--- src/rtl/dacif_pkg.sv ---
package dacif_pkg;
    localparam int BUS_W  = 8;
    localparam int HI_W   = 4;
    localparam int CODE_W = BUS_W + HI_W;
    localparam int NCH    = 2;
    localparam int CH_W   = (NCH > 1) ? $clog2(NCH) : 1;
    localparam int ADDR_W = CH_W + 1;
    localparam int SYNC_N = 2;

    typedef enum logic { PART_LO = 1'b0, PART_HI = 1'b1 } part_e;

    typedef struct packed {
        logic              wr_n;
        logic              cs_n;
        logic              upd_n;
        logic [ADDR_W-1:0] addr;
        logic [BUS_W-1:0]  data;
    } bus_t;

    typedef struct packed {
        logic             load;
        logic             xfer;
        logic [CH_W-1:0]  chan;
        part_e            part;
        logic [BUS_W-1:0] data;
    } cmd_t;

    localparam bus_t BUS_IDLE = '{wr_n: 1'b1, cs_n: 1'b1, upd_n: 1'b1,
                                  addr: '0, data: '0};

    function automatic logic [CH_W-1:0] addr_chan(input logic [ADDR_W-1:0] a);
        return a[ADDR_W-1:1];
    endfunction

    function automatic part_e addr_part(input logic [ADDR_W-1:0] a);
        return part_e'(a[0]);
    endfunction
endpackage

--- src/rtl/dacif_strobe.sv ---
module dacif_strobe
    import dacif_pkg::*;
#(
    parameter int STAGES = SYNC_N
) (
    input  logic clk,
    input  logic rst,
    input  bus_t bus_in,
    output cmd_t cmd
);
    bus_t stg [0:STAGES];
    logic wr_rise;

    always_ff @(posedge clk) begin
        if (rst) stg[0] <= BUS_IDLE;
        else     stg[0] <= bus_in;
    end

    generate
        for (genvar k = 1; k <= STAGES; k++) begin : g_stage
            always_ff @(posedge clk) begin
                if (rst) stg[k] <= BUS_IDLE;
                else     stg[k] <= stg[k-1];
            end
        end
    endgenerate

    // rising edge: the oldest stage still low, the one before it now high
    assign wr_rise = !stg[STAGES].wr_n && stg[STAGES-1].wr_n;

    always_comb begin
        cmd.load = wr_rise && !stg[STAGES].cs_n;
        cmd.xfer = wr_rise && !stg[STAGES].upd_n;
        cmd.chan = addr_chan(stg[STAGES].addr);
        cmd.part = addr_part(stg[STAGES].addr);
        cmd.data = stg[STAGES].data;
    end
endmodule

--- src/rtl/dacif_inreg.sv ---
module dacif_inreg
    import dacif_pkg::*;
#(
    parameter int CH = NCH
) (
    input  logic                 clk,
    input  logic                 rst,
    input  logic                 clr_n,
    input  cmd_t                 cmd,
    output logic [CH*CODE_W-1:0] in_cur,
    output logic [CH*CODE_W-1:0] in_next
);
    generate
        for (genvar c = 0; c < CH; c++) begin : g_ch
            logic [BUS_W-1:0] lo_q, lo_d;
            logic [HI_W-1:0]  hi_q, hi_d;
            logic             hit;

            assign hit = cmd.load && (cmd.chan == CH_W'(c));

            always_comb begin
                lo_d = lo_q;
                hi_d = hi_q;
                if (hit && cmd.part == PART_LO) lo_d = cmd.data;
                if (hit && cmd.part == PART_HI) hi_d = cmd.data[HI_W-1:0];
            end

            always_ff @(posedge clk or negedge clr_n) begin
                if (!clr_n) begin
                    lo_q <= '0;
                    hi_q <= '0;
                end else if (rst) begin
                    lo_q <= '0;
                    hi_q <= '0;
                end else begin
                    lo_q <= lo_d;
                    hi_q <= hi_d;
                end
            end

            assign in_cur[c*CODE_W +: CODE_W]  = {hi_q, lo_q};
            assign in_next[c*CODE_W +: CODE_W] = {hi_d, lo_d};
        end
    endgenerate
endmodule

--- src/rtl/dacif_dacreg.sv ---
module dacif_dacreg
    import dacif_pkg::*;
#(
    parameter int CH = NCH
) (
    input  logic                 clk,
    input  logic                 rst,
    input  logic                 clr_n,
    input  logic                 xfer,
    input  logic [CH*CODE_W-1:0] in_next,
    output logic [CH*CODE_W-1:0] dac_code
);
    generate
        for (genvar c = 0; c < CH; c++) begin : g_ch
            always_ff @(posedge clk or negedge clr_n) begin
                if (!clr_n)    dac_code[c*CODE_W +: CODE_W] <= '0;
                else if (rst)  dac_code[c*CODE_W +: CODE_W] <= '0;
                else if (xfer) dac_code[c*CODE_W +: CODE_W] <= in_next[c*CODE_W +: CODE_W];
            end
        end
    endgenerate
endmodule

--- src/rtl/dual_dac_loader.sv ---
module dual_dac_loader
    import dacif_pkg::*;
(
    input  logic                  clk,
    input  logic                  rst,
    input  logic                  clr_n,
    input  logic                  cs_n,
    input  logic                  wr_n,
    input  logic                  upd_n,
    input  logic [ADDR_W-1:0]     addr,
    input  logic [BUS_W-1:0]      data,
    output logic [NCH*CODE_W-1:0] dac_code
);
    bus_t                  bus_in;
    cmd_t                  cmd;
    logic [NCH*CODE_W-1:0] in_cur;
    logic [NCH*CODE_W-1:0] in_next;
    logic                  ld_evt;
    logic                  xf_evt;

    assign bus_in = '{wr_n: wr_n, cs_n: cs_n, upd_n: upd_n, addr: addr, data: data};
    assign ld_evt = cmd.load;
    assign xf_evt = cmd.xfer;

    dacif_strobe #(.STAGES(SYNC_N)) u_strobe (
        .clk    (clk),
        .rst    (rst),
        .bus_in (bus_in),
        .cmd    (cmd)
    );

    dacif_inreg #(.CH(NCH)) u_inreg (
        .clk     (clk),
        .rst     (rst),
        .clr_n   (clr_n),
        .cmd     (cmd),
        .in_cur  (in_cur),
        .in_next (in_next)
    );

    dacif_dacreg #(.CH(NCH)) u_dacreg (
        .clk      (clk),
        .rst      (rst),
        .clr_n    (clr_n),
        .xfer     (xf_evt),
        .in_next  (in_next),
        .dac_code (dac_code)
    );
endmodule

--- config.mk ---
export PLATFORM = sky130hd
export DESIGN_NAME = dual_dac_loader
export DESIGN_NICKNAME = d
export VERILOG_FILES = /design/src/rtl/dacif_pkg.sv /design/src/rtl/dacif_strobe.sv /design/src/rtl/dacif_inreg.sv /design/src/rtl/dacif_dacreg.sv /design/src/rtl/dual_dac_loader.sv
export SDC_FILE = /design/constraint.sdc
export NUM_CORES = 1
export LEC_CHECK = 0
export ABC_AREA = 1
export BUFFER_PORTS_ARGS = -buffer_cell sky130_fd_sc_hd__buf_2
export CORE_AREA = 2 2 117 119
export CTS_BUF_LIST = sky130_fd_sc_hd__clkbuf_8
export DETAILED_ROUTE_END_ITERATION = 10
export DIE_AREA = 0 0 119 121
export GPL_TIMING_DRIVEN = 0
export PLACE_DENSITY = 0.5
export SETUP_SLACK_MARGIN = 0.05
export SYNTH_ARGS = -nofsm -noshare
export SYNTH_HDL_FRONTEND = slang
export SYNTH_SLANG_ARGS = --single-unit
--- constraint.sdc ---
create_clock -name clk -period 2.3 [get_ports clk]
set_input_delay 0.23 -clock clk [delete_from_list [all_inputs] [get_ports clk]]
set_output_delay 0.23 -clock clk [all_outputs]
set_load 0.03 [all_outputs]
== Yosys cells after proc, flatten, opt, wreduce, memory -nomap -nowiden ==
Memory sizes are Yosys's and may differ from the RTL's.
Index checks and enable logic that the tools add are counted.

* Flip-flop bits (word level): 48
* RAM bits: 39
* Output and inout port bits: 24
* Logic and storage cells: 43
* Memories: 1

{| class="wikitable"
|+ Memories
! name !! words !! width !! rd ports !! clocked after Yosys merged registers in !! write ports !! RTL line !! source
|-
| u_strobe.stg || 3 || 13 || 3 || 0 || 3 || dacif_strobe.sv:11 || <nowiki>bus_t stg [0:STAGES];</nowiki>
|}

* Multiplexer cells: 18
* Bitwise logic cells: 5
* Reduce and logical (&&, ||, !) cells: 13

{| class="wikitable"
|+ Operators with widths
! operator !! count
|-
| two-way mux 12 bit || 4
|-
| two-way mux 13 bit || 3
|-
| two-way mux 8 bit || 4
|-
| two-way mux 4 bit || 4
|-
| logical AND 1 bit || 9
|-
| logical NOT 1 bit || 3
|-
| two-way mux 1 bit || 3
|-
| OR 1 bit || 3
|-
| inverter 1 bit || 2
|-
| nonzero test 2 bit || 1
|}

== Longest topological paths before layout ==
Gate-level depths: netlist of run 1.

* Depth in word-level cells: 8
* Gate-level depth with buffers: 8
* Depth with buffers taken out: 7

== By module ==
Synthesis of run 1 repeated with hierarchy kept, for this count alone.

* Cells, all modules: 417
* Area total of the unflattened synthesis: 3433.3 um^2

{| class="wikitable"
|+ By module, submodules not included
! module !! times used !! cells an instance !! area an instance (um^2)
|-
| dacif_inreg || 1 || 186 || 1241.2
|-
| dacif_strobe || 1 || 126 || 1184.9
|-
| dacif_dacreg || 1 || 105 || 1007.2
|}

== Worst setup path before layout of run 1 ==
Ideal clock, no wire load.

* Path kind: register to register
* Start: memory u_strobe.stg[2][12] in the netlist's numbering
* End: register u_dacreg.dac_code[0]
* Library setup time: 118 ps
* Arrival time: 1023 ps
* Required time: 2182 ps
* Path slack: 1159 ps
* Cell stages (with the launch flop): 9
* Period minus slack after synthesis: 1141 ps
* Cells stage by stage: dfxtp_1 inv_2 nand2_2 or2_1 nand2_4 inv_4 buf_6 nand2_1 nand2_1

{| class="wikitable"
|+ RTL lines
! what !! RTL line !! source
|-
| start, declared || dacif_strobe.sv:11 ||
|-
| end signal, assigned by index || dacif_dacreg.sv:18 || <nowiki>else if (xfer) dac_code[c*CODE_W +: CODE_W] <= in_next[c*CODE_W +: CODE_W];</nowiki>
|-
| end, declared || dacif_dacreg.sv:11 || <nowiki>output logic [CH*CODE_W-1:0] dac_code</nowiki>
|}

==> results of run 1 <==
==> synthesized netlist by cell type, drive strengths merged <==
cell type,number,area share (%)
dfxtp,39,24
nand3,24,3.7
dfrtp,48,37
buf,12,2.7
clkbuf,7,0.81
nand4,28,5.8
nand2,99,12
or2,9,1.7
clkinv,1,0.12
inv,36,4.3
nor2,32,4.0
a21oi,24,3.7
==> metal layers <==
layer / global-route usage [%] / vias up / wire length [um]
li1: - / 1236 / -
met1: 12.84 / 1047 / 3078
met2: 16.52 / 57 / 3056
met3: 3.383 / 9 / 390
met4: 3.348 / 0 / 93
met5: 0 / - / 0
==> stage by stage <==
stage | worst slack [ps] | area (sq um) | std cells | total power [mW]
global route | 774.8 | 3845 | 589 | 2.873
floorplan | 1159 | 3234 | 359 | 1.655
CTS | 933.4 | 3845 | 589 | 2.788
finish | 947.4 | 3845 | 589 | 2.748
global placement | 991.3 | 3645 | 573 | 1.704
detailed placement | 986.0 | 3645 | 573 | 1.706
==> path summary, 6_finish.rpt <==
| kind | from | endpoint | slack (ps) |
|---|---|---|---|
| min in group asynchronous | clr_n | u_dacreg.dac_code[15] | 70 |
| hold reg to reg | u_strobe.stg[0][6] | u_strobe.stg[1][6] | 410 |
| max in group asynchronous | clr_n | u_dacreg.dac_code[23] | 1560 |
| setup reg to reg | u_strobe.stg[2][8] | u_dacreg.dac_code[4] | 950 |
| hold / removal | cs_n | u_strobe.stg[0][11] | 50 |
| setup / recovery | u_strobe.stg[2][8] | u_dacreg.dac_code[4] | 950 |
==> cells by family (layout without fill, tap and decap cells) <==
kind of cell | count (synthesis) | in the layout | synth area share [%]
buf+inv | 56 | 110 | 7.930
flops | 87 | 87 | 61.28
simple gates | 192 | 192 | 27.08
compound gates | 24 | 24 | 3.714
==> sequential cells by signal, summed over array words and instances (netlist names) <==
register,cells
u_dacreg.dac_code,24
u_inreg.g_ch.hi_q,8
u_inreg.g_ch.lo_q,16
u_strobe.stg,39
==> worst max-delay path, stage by stage, from the launching register on <==
cell      delay [ps]
dfxtp_1          350
clkinv_1         260
buf_2            280
nand4_1          150
nand2_1           90
nand3_1           70
nand2_1           50
==> layout make-up <==
cell class                      count  area share, %
Buffer                             19          2.994
Clock buffer                        9          3.222
Clock inverter                      7          1.985
Inverter                           37          3.677
Multi-Input combinational cell    216          25.90
Sequential cell                    87          51.55
Tap cell                          176          5.727
Timing Repair Buffer               38          4.946
==> power by group through the flow <==
stage / logic, mW / registers [mW] / clock network [mW]
floorplan: 0.0692 / 1.59 / 0
global placement: 0.116 / 1.59 / 0
detailed placement: 0.118 / 1.59 / 0
CTS: 0.118 / 1.56 / 1.11
global route: 0.136 / 1.56 / 1.18
finish: 0.115 / 1.56 / 1.08
==> results.md, run 1 <==
- Net switching power: 0.6541 mW
- Worst R2R Path Depth: 6
- Vias in the first global route: 2388
- Peak VDD IR: 0.2896 mV
- Comb power frac: 4.2%
- Port buffer count: 38
- Die footprint: 14400 sq um
- CP endpoint kind: register
- Leakage power: 2.007 nW
- Clock buffer depth: 2
- Syn avg cell area: 9.009 sq um
- Final period utilization: 58.81%
- Sequential power share: 56.6%
- Layout Skew: 8.251 ps
- Die height: 121 um
- Status: finished, final reports clean
- CTS tree: done
- Critical path type: reg -> reg
- Synthesis-to-layout area growth: 18.88%
- Final Hold Viols: 0
- Slew Viols, Final: 0
- Final wirelength: 6.619 mm
- Antenna Cells: 0
- Min Tclk post-route: 1353 ps
- Initial Utilization: 24.72%
- Synth warn: 0
- Root Buffer: clkbuf_8
- Sequential standard cell area: 1982 sq um
- # DRC: 0
- Post_cts resized: 0
- Layout cells sized above 1: 19.85%
- Core area: 13090 sq um
- Routed len/inst: 11.24 um
- Hold path depth: 2
- Synthesized net count: 375
- Antenna Violating Nets Remaining: 0
- Post-CTS Setup Bufs: 0
- First-pass GRT wire length: 11.52 mm
- Total CTS buffers: 9
- Cell Area, Synth: 3234 sq um
- Synth cell types: 23
- Hold Crit Class: in -> reg
- Final Util: 29.38%
- Largest net degree at the start of global routing: 49
- Relative slew margins: 27.73%
- Via Count: 2349
- F_max: 0.7393 GHz
- I/O pin count: 40
- Internal: 2.094 mW
- Area of the multi-input gates: 996.0 sq um
- Worst EP required: 2550 ps
- Net Sw Frac: 23.80%
- CTS Hold Bufs: 0
- WP data arrival: 1600 ps
- Nets@finish: 424
- DR iter-0 viols: 126
- Initial DRT Pass Iterations: 5
- DR vias/cell: 3.988
- Antenna violations before repair: 0
- Clock slew at reported path FFs: 90 ps
- Total GRT Usage: 10.20%
- Clk pwr share: 39.2%
- RSZ-0062 raised after global routing: no
- Setup TNS: 0 ps
- PwrDens: 714.7 nW/um^2
- Commonest cells after routing, fill and taps aside: nand2_1 (97), dfrtp_1 (48), buf_2 (43)
- Post-synthesis sequential area ratio: 61.28%
- Gate Count Post-Synth: 359
- HPWL after DPL: 4.787 mm
- Tightest Pin Transition: 1084 ps
- CP Max Fanout: 10
- Worst skew pair latency: 360 ps
- Worst Setup Start Kind: register
- Max Cap Viol: 0
- # clock sinks: 87
- Remaining global-route overflow: 0
- # setup viols final: 0
- Worst hold slack: 45.51 ps
- GPL Wtd Cong: 0.8012
- Most common cell after layout, fill and taps aside: nand2_1
- H-tree levels: 3
- Filler instances: 1396
- Flops & latches, synth: 87
- Row count: 42
- Die W: 119 um
No activity file was read; power rests on OpenSTA's default activity.
==> run 2, diff against run 1 <==
PLACE_DENSITY = 0.51   (was 0.5)
clock period = 1.11 ns   (was 2.3 ns; I/O delays follow)
==> run 2 against run 1 <==
The run now ends with hold timing, setup timing left; maximum frequency is 5.7% higher; largest power group unchanged; global-route usage is 0.075 points higher; combinational power increased to 2.6 times the previous value; hold slack worse by 85 ps; critical path depth increased by 2.
==> results.md, run 2 (synthesis results as in run 1) <==
- Total CTS buffers: 9 (unchanged)
- Worst Setup SP: u_strobe.stg[2][12]
- Total GRT Usage: 10.28% (+0.075 points)
- Final Non-Filler Cells: 628 (+6.6%)
- HPWL after DPL: 4.829 mm (+0.89%)
- R2R Path Start: u_strobe.stg[2][12]
- Commonest cells after routing, fill and taps aside: nand2_1 (79), dfrtp_1 (48), dfxtp_1 (36)
- First-pass GRT wire length: 11.69 mm (+1.5%)
- Max FFs per register: 39 (unchanged)
- Internal: 4.182 mW (+100%)
- Antenna violations before repair: 0 (unchanged)
- Remaining global-route overflow: 0 (unchanged)
- Root Buffer: clkbuf_8
- Final Util: 33.50% (+4.1 points)
- Largest net degree at the start of global routing: 49 (unchanged)
- Hold Crit Class: in -> async
- Via Count: 2549 (+8.5%)
- # setup viols final: 48 (+48)
- Status: finished, violations left
- WP data arrival: 1580 ps (-20 ps)
- F_max: 0.7812 GHz (+5.7%)
- CP Max Fanout: 8 (-2)
- GPL Wtd Cong: 0.8030 (+0.22%)
- Violated checks: hold timing, setup timing
- Clock slew at reported path FFs: 80 ps (about the same)
- Peak VDD IR: 0.5526 mV (+91%)
- Routed len/inst: 11.17 um (-0.60%)
- DR vias/cell: 4.059 (+1.8%)
- Placement-stage cell area: 3656 sq um (+0.31%)
- Largest Register: u_strobe.stg
- Port buffer count: 38 (unchanged)
- CP endpoint kind: register
- RSZ-0062 raised after global routing: yes
- Net Sw Frac: 23.62% (-0.18 points)
- Worst setup slack after layout: -170.0 ps (-1117 ps)
- Critical Path End: u_dacreg.dac_code[20]
- Clock buffer depth: 2 (unchanged)
- # clock sinks: 87 (unchanged)
- Die W: 119 um (unchanged)
- Initial DRT Pass Iterations: 4 (-1)
- FF-to-FF End: u_dacreg.dac_code[20]
- Sequential power share: 58.9% (+2.3 points)
- Sequential standard cell area: 1986 sq um (+0.19%)
- Final Hold Viols: 48 (+48)
- PwrDens: 1249 nW/um^2 (+75%)
- Leakage power: 2.203 nW (+9.8%)
- Filler instances: 1377 (-1.4%)
- Antenna Cells: 0 (unchanged)
- R2R Setup Slk: -170 ps (-1120 ps)
- Critical path type: reg -> reg
- Worst Setup Start Kind: register
- Net switching power: 1.293 mW (+98%)
- Total power draw: 5.475 mW (+99%)
- Top Registers: u_strobe.stg x39, u_dacreg.dac_code x24, u_inreg.g_ch.lo_q x16
- CTS tree: done
- Tightest Pin Transition: 1099 ps (+15.24 ps)
- Synthesis-to-layout area growth: 35.51%
- Clk pwr share: 35.7% (-3.5 points)
- Most common cell after layout, fill and taps aside: nand2_1
- Slew Viols, Final: 0 (unchanged)
- # DRC: 0 (unchanged)
- Vias in the first global route: 2469 (+3.4%)
- Row count: 42 (unchanged)
- Die height: 121 um (unchanged)
- Initial Utilization: 24.72% (unchanged)
- Layout Skew: 12.65 ps (+4.402 ps)
- Placed insts: 573 (unchanged)
- Min Tclk post-route: 1280 ps (-72.59 ps)
- Nets@finish: 463 (+9.2%)
- DR iter-0 viols: 97 (-23%)
- Final instance area: 4383 sq um (+14%)
- Relative slew margins: 26.71% (-1.0 points)
- Core area: 13090 sq um (unchanged)
- Area of the multi-input gates: 1110 sq um (+11%)
- Worst hold slack: -39.78 ps (-85.29 ps)
- Worst skew pair latency: 360 ps (about the same)
- Antenna Violating Nets Remaining: 0 (unchanged)
- I/O pin count: 40 (unchanged)
- H-tree levels: 3 (unchanged)
- Worst EP required: 1410 ps (-1140 ps)
- Final wirelength: 7.015 mm (+6.0%)
- Die footprint: 14400 sq um (unchanged)
- Comb power frac: 5.4% (+1.2 points)
- Worst R2R Path Depth: 8 (+2)
- Max Cap Viol: 0 (unchanged)
- Layout cells sized above 1: 31.42% (+12 points)
- Final period utilization: 115.3% (+57 points)
## run 2: layout make-up
class | instances | share of cell area (%)
Clock inverter | 6 | 0.7708
Multi-Input combinational cell | 216 | 25.32
Inverter | 37 | 3.254
Clock buffer | 10 | 3.140
Tap cell | 176 | 5.024
Timing Repair Buffer | 77 | 14.16
Buffer | 19 | 3.026
Sequential cell | 87 | 45.30
## run 2: worst min-delay path by stage
stage,from,endpoint,slack [ps],cells past startpoint
finish,clr_n,u_dacreg.dac_code[10],-40,1
global route,clr_n,u_dacreg.dac_code[10],50,1
CTS,clr_n,u_dacreg.dac_code[7],-20,1
detailed placement,upd_n,u_strobe.stg[0][10],300,2
global placement,cs_n,u_strobe.stg[0][11],300,2
floorplan,clr_n,u_dacreg.dac_code[0],-180,0
## run 2: stage by stage
step	TNS [ps]	setup slack (ps)
2_1_floorplan	-535.3	-26.80
3_3_place_gp	-5958	-238.1
3_5_place_dp	-6161	-246.5
4_1_cts	-3863	-142.2
5_1_grt	-9106	-300.6
6_report	-4668	-170.0
## run 2: worst max-delay path, cell delays in order, from the launching register on
cell and delay [ps]:
dfxtp_2 340, inv_2 50, nand2_2 60, nor2_4 210, buf_6 150, nand4_1 140
nand2_1 130, nand3_2 70, nand2_1 70
## run 2: metal layers
| metal | vias up | track usage (%) | share of wire [%] |
|---|---|---|---|
| met5 | - | 0 | 0 |
| met4 | 0 | 3.125 | 1.1 |
| met3 | 9 | 3.430 | 4.6 |
| met2 | 54 | 17.24 | 49 |
| met1 | 1169 | 12.53 | 45 |
| li1 | 1317 | - | - |
## run 2: power by group through the flow
| stage | clock, mW | combinational, mW | sequential [mW] |
|---|---|---|---|
| after global placement | 0 | 0.240 | 3.29 |
| after floorplan | 0 | 0.144 | 3.29 |
| after CTS | 2.02 | 0.294 | 3.23 |
| after global routing | 2.16 | 0.339 | 3.23 |
| final | 1.95 | 0.296 | 3.23 |
| after detailed placement | 0 | 0.246 | 3.29 |
## run 2: timing repair
item | CTS | global route
buffers inserted | 7 | 17
endpoints found under the hold margin | 59 | 0
gates resized for setup | 34 | 60
setup endpoints to repair | 53 | 69
pin swaps | 19 | 25
hold buffers | 13 | 0
gates cloned | 2 | 0
